$ cat config.mk
export PLATFORM = sky130hd
export DESIGN_NAME = cs_block_capture
export DESIGN_NICKNAME = d
export VERILOG_FILES = /design/src/rtl/cs_pkg.sv /design/src/rtl/cs_crc_step.sv /design/src/rtl/cs_lead_capture.sv /design/src/rtl/cs_block_capture.sv
export SDC_FILE = /design/constraint.sdc
export NUM_CORES = 1
export LEC_CHECK = 0
export CAP_MARGIN = 20
export CORE_MARGIN = 1
export CORE_UTILIZATION = 45
export DETAILED_ROUTE_END_ITERATION = 16
export GPL_TIMING_DRIVEN = 0
export PLACE_DENSITY = 0.68
export SETUP_SLACK_MARGIN = 0.2
export SYNTH_ARGS = -nofsm -noshare
export SYNTH_HDL_FRONTEND = slang
export SYNTH_SLANG_ARGS = --single-unit
export TNS_END_PERCENT = 50
$ cat constraint.sdc
create_clock -name clk -period 5.5 [get_ports clk]
set_input_delay 1.1 -clock clk [delete_from_list [all_inputs] [get_ports clk]]
set_output_delay 1.1 -clock clk [all_outputs]
set_load 0.01 [all_outputs]
$ cat src/rtl/cs_pkg.sv
package cs_pkg;
    parameter int unsigned CS_CRC_W = 8;
    parameter logic [CS_CRC_W-1:0] CS_CRC_POLY = 8'h1D;
    parameter logic [CS_CRC_W-1:0] CS_CRC_INIT = 8'hFF;
    typedef logic [CS_CRC_W-1:0] cs_crc_t;
endpackage

$ cat src/rtl/cs_crc_step.sv
module cs_crc_step #(
    parameter int unsigned W = 8,
    parameter logic [W-1:0] POLY = '1
) (
    input  logic [W-1:0] crc_i,
    input  logic         bit_i,
    output logic [W-1:0] crc_o
);
    logic fb;
    always_comb begin
        fb    = crc_i[W-1] ^ bit_i;
        crc_o = {crc_i[W-2:0], 1'b0} ^ ({W{fb}} & POLY);
    end
endmodule

$ cat src/rtl/cs_lead_capture.sv
module cs_lead_capture #(
    parameter int unsigned NBITS = 32,
    parameter int unsigned IDX_W = 8
) (
    input  logic [NBITS-1:0] stage_i,
    input  logic [IDX_W-1:0] idx_i,
    input  logic             bit_i,
    input  logic             we_i,
    output logic [NBITS-1:0] stage_o
);
    for (genvar g = 0; g < NBITS; g++) begin : g_slot
        assign stage_o[g] = (we_i && idx_i == IDX_W'(g)) ? bit_i : stage_i[g];
    end
endmodule

$ cat src/rtl/cs_block_capture.sv
module cs_block_capture
    import cs_pkg::*;
#(
    parameter int unsigned BLOCK_LEN = 192,
    parameter int unsigned BUF_BITS  = 32
) (
    input  logic                clk,
    input  logic                rst_n,
    input  logic                sf_valid_i,
    input  logic                sf_cbit_i,
    input  logic                sf_first_i,
    input  logic                sf_blk_start_i,
    output logic [BUF_BITS-1:0] cs_buf_o,
    output logic                pro_mode_o,
    output logic                blk_done_o,
    output logic                crc_err_o,
    output logic                frame_err_o
);
    localparam int unsigned IDX_W = $clog2(BLOCK_LEN);
    localparam logic [IDX_W-1:0] LAST_IDX = IDX_W'(BLOCK_LEN - 1);
    localparam logic [IDX_W-1:0] TAIL_IDX = IDX_W'(BLOCK_LEN - CS_CRC_W);
    localparam logic [IDX_W-1:0] BUF_END  = IDX_W'(BUF_BITS);

    typedef struct packed {
        logic                active;
        logic [IDX_W-1:0]    cnt;
        logic [BUF_BITS-1:0] stage;
        cs_crc_t             crc;
        cs_crc_t             tail;
        logic [BUF_BITS-1:0] buf_v;
        logic                pro;
        logic                done;
        logic                crc_err;
        logic                frame_err;
    } state_t;

    state_t st_d, st_q;

    logic             take, accept;
    logic [IDX_W-1:0] idx;
    cs_crc_t          crc_in, crc_nx;
    logic [BUF_BITS-1:0] stage_nx;

    always_comb begin
        take   = sf_valid_i && sf_first_i;
        accept = take && (sf_blk_start_i || st_q.active);
        idx    = sf_blk_start_i ? '0 : st_q.cnt;
        crc_in = sf_blk_start_i ? CS_CRC_INIT : st_q.crc;
    end

    cs_crc_step #(.W(CS_CRC_W), .POLY(CS_CRC_POLY)) i_crc (
        .crc_i(crc_in), .bit_i(sf_cbit_i), .crc_o(crc_nx)
    );

    cs_lead_capture #(.NBITS(BUF_BITS), .IDX_W(IDX_W)) i_lead (
        .stage_i(st_q.stage), .idx_i(idx), .bit_i(sf_cbit_i),
        .we_i(accept && idx < BUF_END), .stage_o(stage_nx)
    );

    always_comb begin
        st_d           = st_q;
        st_d.done      = 1'b0;
        st_d.frame_err = 1'b0;
        if (take && sf_blk_start_i && st_q.active) begin
            st_d.frame_err = 1'b1;
        end
        if (accept) begin
            st_d.stage = stage_nx;
            st_d.crc   = (idx < TAIL_IDX) ? crc_nx : crc_in;
            if (idx >= TAIL_IDX) begin
                st_d.tail = {sf_cbit_i, st_q.tail[CS_CRC_W-1:1]};
            end
            if (idx == LAST_IDX) begin
                st_d.active  = 1'b0;
                st_d.cnt     = '0;
                st_d.done    = 1'b1;
                st_d.buf_v   = stage_nx;
                st_d.pro     = stage_nx[0];
                st_d.crc_err = stage_nx[0] && (st_d.tail != crc_in);
            end else begin
                st_d.active = 1'b1;
                st_d.cnt    = idx + 1'b1;
            end
        end
    end

    always_ff @(posedge clk or negedge rst_n) begin
        if (!rst_n) begin
            st_q <= '0;
        end else begin
            st_q <= st_d;
        end
    end

    assign cs_buf_o    = st_q.buf_v;
    assign pro_mode_o  = st_q.pro;
    assign blk_done_o  = st_q.done;
    assign crc_err_o   = st_q.crc_err;
    assign frame_err_o = st_q.frame_err;


    done_pulse_chk: assert property (@(posedge clk) disable iff (!rst_n)
        blk_done_o |=> !blk_done_o);

    buf_hold_chk: assert property (@(posedge clk) disable iff (!rst_n)
        !blk_done_o |-> $stable(cs_buf_o));

    mode_bit_chk: assert property (@(posedge clk) disable iff (!rst_n)
        blk_done_o |-> (pro_mode_o == cs_buf_o[0]));

    crc_consumer_chk: assert property (@(posedge clk) disable iff (!rst_n)
        !pro_mode_o |-> !crc_err_o);

    abort_no_done_chk: assert property (@(posedge clk) disable iff (!rst_n)
        frame_err_o |-> (!blk_done_o && $stable(cs_buf_o)));

    idle_count_chk: assert property (@(posedge clk) disable iff (!rst_n)
        !st_q.active |-> (st_q.cnt == '0));
endmodule

==> qor.txt <==
Initial Util - 0.463
CP most frequent cell - buf_2
CP max-delay cell - clkdlybuf4s50_1
GP Congestion - 0.840
Clock power share - 0.311
Pwr Density - 252 nW/um2
WL per Instance - 14.5 um
Mapped Cells - 410
Final nets - 472
RSZ-0062 raised after global routing - no
Startpoint Class - input port
Total clock sinks - 92
CTS resizes - 0
Syn_area_per_cell - 11.0 um2
Crit Path Class - input port to flop
Placed Cells - 584
Synth cell types - 43
Clock Skew - 0.00806 ns
Peak VDD IR - 0.139 mV
Setup WS pre-CTS - 1.27 ns
Async S/R FF share, synth - 1.00
Site Rows - 36
Detail Route met2 WL - 4040 um
Buffers on Ports - 40
CTS tree - done
Final period demand of the worst path - 3.87 ns
Crit share post-route - 0.704
CP Cell Sequence - clkdlybuf4s50_1 -> buf_2 -> inv_1 -> buf_2 -> nand2_1 -> inv_1 -> ha_1 -> clkbuf_2 -> and3_1 -> nand2_1 -> nor2_2 -> buf_2 -> mux2_2
Post-Syn Area - 4510 um2
Highest metal used - met4
Clk buf depth - 2
Die width - 102 um
Die Y-Extent - 102 um
P&R area growth vs syn - 17.0%
Clk Latency, worst-skew pair - 0.37 ns
Ys Warns - 0
Vias/cell - 5.10
Most common cell after layout, fill and taps aside - dfrtp_1
Final WL - 8700 um
Detailed placement HPWL - 6130 um
Gr ovfl total - 0
Post-synth top flop - dfrtp_1
Status - completed
Clk slew on worst S/H paths - 0.08 ns
Sw Share - 0.283
Share of cells above drive strength 1 - 0.293
Syn Nets - 420
First-pass GRT wire length - 14400 um
CP arrival - 4.12 ns
CP max stage delay - 0.45 ns
Setup TNS - 0 ns
Number of buffers created by CTS - 9
Num ports - 42
MaxCap Viol Count - 0
Initial antenna violation count - 0
Core area - 9730 um2
Post-synth EDFFs - 0
Root Buffer - clkbuf_8
Worst reg-to-reg setup slack - 2.83 ns
Hold Path Class - flop to flop
Final setup violating endpoints - 0
Vias in the first global route - 2963
Final WS setup - 1.63 ns
Met3 WL - 355 um
Setup repair bufs after CTS - 0
CP endpoint kind - flop
Worst Tran Pin Value - 0.683 ns
# DRC - 0
Largest net degree at the start of global routing - 51
Slew Viols, Final - 0
Full die area - 10400 um2
Pleak - 2.51 nW
Post-Layout Cell Count - 600
Register area share after synthesis - 0.511
Routed Antenna Nets - 0
Length of the first detailed-routing pass in iterations - 5
H-tree levels - 3
Met1 Wirelength - 4110 um
Yosys reg bits - 92
Seq pwr share - 0.562
Logic pwr share - 0.127
# hold bufs at CTS - 0
Worst-path maximum fanout - 10
Diodes inserted - 0
P_sw - 375 uW
Commonest non-fill, non-tap cells in the layout - dfrtp_1 (92), mux2_2 (70), nor2_1 (50)
CP required - 5.75 ns
Int Power - 953 uW
Initial DRC count - 136
GRT Overall Usage - 0.183
Relative slew slack - 0.545
Fmax - 258 MHz
Vias - 3062
Final hold vios - 0
[power by group through the flow]
stage | logic (mW) | clock network [mW] | registers (mW)
floorplan | 0.119 | 0 | 0.749
global placement | 0.162 | 0 | 0.758
detailed placement | 0.171 | 0 | 0.758
CTS | 0.171 | 0.428 | 0.746
global route | 0.191 | 0.451 | 0.751
finish | 0.168 | 0.413 | 0.747
[registers in the layout, summed over array words and instances, names as in the netlist]
signal	count
st_q	57
cs_buf_o	32
blk_done_o	1
crc_err_o	1
frame_err_o	1
[critical path: cells and delay by family]
family        cells  cell delay, ns
mux               1            0.37
buf+inv           7            1.59
fa+ha+maj         1            0.13
simple gates      4            0.92
[routing by layer]
layer | track usage | up-vias
li1 | - | 1479
met4 | 0.105 | 0
met3 | 0.0321 | 17
met2 | 0.269 | 69
met5 | 0 | -
met1 | 0.253 | 1497
[final timing paths]
| path | from | endpoint | cells after the start |
|---|---|---|---|
| max | sf_blk_start_i | cs_buf_o[18]$_DFFE_PN0P_ | 13 |
| min | st_q[44]$_DFFE_PN0P_ | st_q[44]$_DFFE_PN0P_ | 2 |
| max reg2reg | st_q[84]$_DFFE_PN0P_ | cs_buf_o[18]$_DFFE_PN0P_ | 8 |
| min reg2reg | st_q[44]$_DFFE_PN0P_ | st_q[44]$_DFFE_PN0P_ | 2 |
| max in group asynchronous | rst_n | cs_buf_o[18]$_DFFE_PN0P_ | 2 |
| min in group asynchronous | rst_n | st_q[91]$_DFFE_PN0P_ | 1 |
[logic make-up (layout without fill, tap and decap cells)]
family	Yosys count	in the layout	share of synthesized area
AND/OR/NAND/NOR	115	115	0.113
flip-flops	92	92	0.511
multiplexers	77	77	0.193
buffers and inverters	60	117	0.0813
AO/OA/AOI/OAI	48	48	0.0641
XOR/XNOR	14	14	0.0272
adder cells (fa/ha/maj)	4	4	0.0111
[cells in the mapped netlist (2+ instances only)]
cell	n	share of area
clkbuf_1	9	0.0075
dfrtp_1	92	0.51
a32o_1	2	0.0044
nand2_1	34	0.028
mux2i_1	5	0.011
a21oi_1	10	0.011
nor2_1	50	0.042
nor4_1	2	0.0028
inv_1	7	0.0058
mux2_2	70	0.17
a31oi_1	3	0.0042
and3_1	4	0.0056
mux2_4	2	0.0067
xor2_1	4	0.0078
nand2b_1	2	0.0028
ha_1	4	0.011
buf_2	9	0.010
xnor2_1	10	0.019
nand3_1	8	0.0089
nor3_1	4	0.0044
nand4_1	3	0.0042
nor2b_1	2	0.0028
buf_4	32	0.053
clkbuf_2	2	0.0022
o21ai_0	22	0.024
[through the flow]
| stage | area (um2) | total power, mW | hold WS (ns) | util |
|---|---|---|---|---|
| after global placement | 5070 | 0.919 | 0.471 | 0.521 |
| after global routing | 5270 | 1.39 | 0.520 | 0.542 |
| after CTS | 5270 | 1.34 | 0.496 | 0.542 |
| after floorplan | 4510 | 0.869 | 0.451 | - |
| after detailed placement | 5100 | 0.929 | 0.476 | 0.524 |
| final | 5270 | 1.33 | 0.492 | 0.542 |
[cell type report]
| type | count | area (um2) |
|---|---|---|
| Clock buffer | 10 | 128 |
| Sequential cell | 92 | 2300 |
| Clock inverter | 6 | 46.3 |
| Tap cell | 133 | 166 |
| Fill cell | 882 | 4460 |
| Inverter | 7 | 26.3 |
| Timing Repair Buffer | 41 | 425 |
| Buffer | 53 | 340 |
| Multi-Input combinational cell | 258 | 1840 |
(Power assumes the default switching activity.)
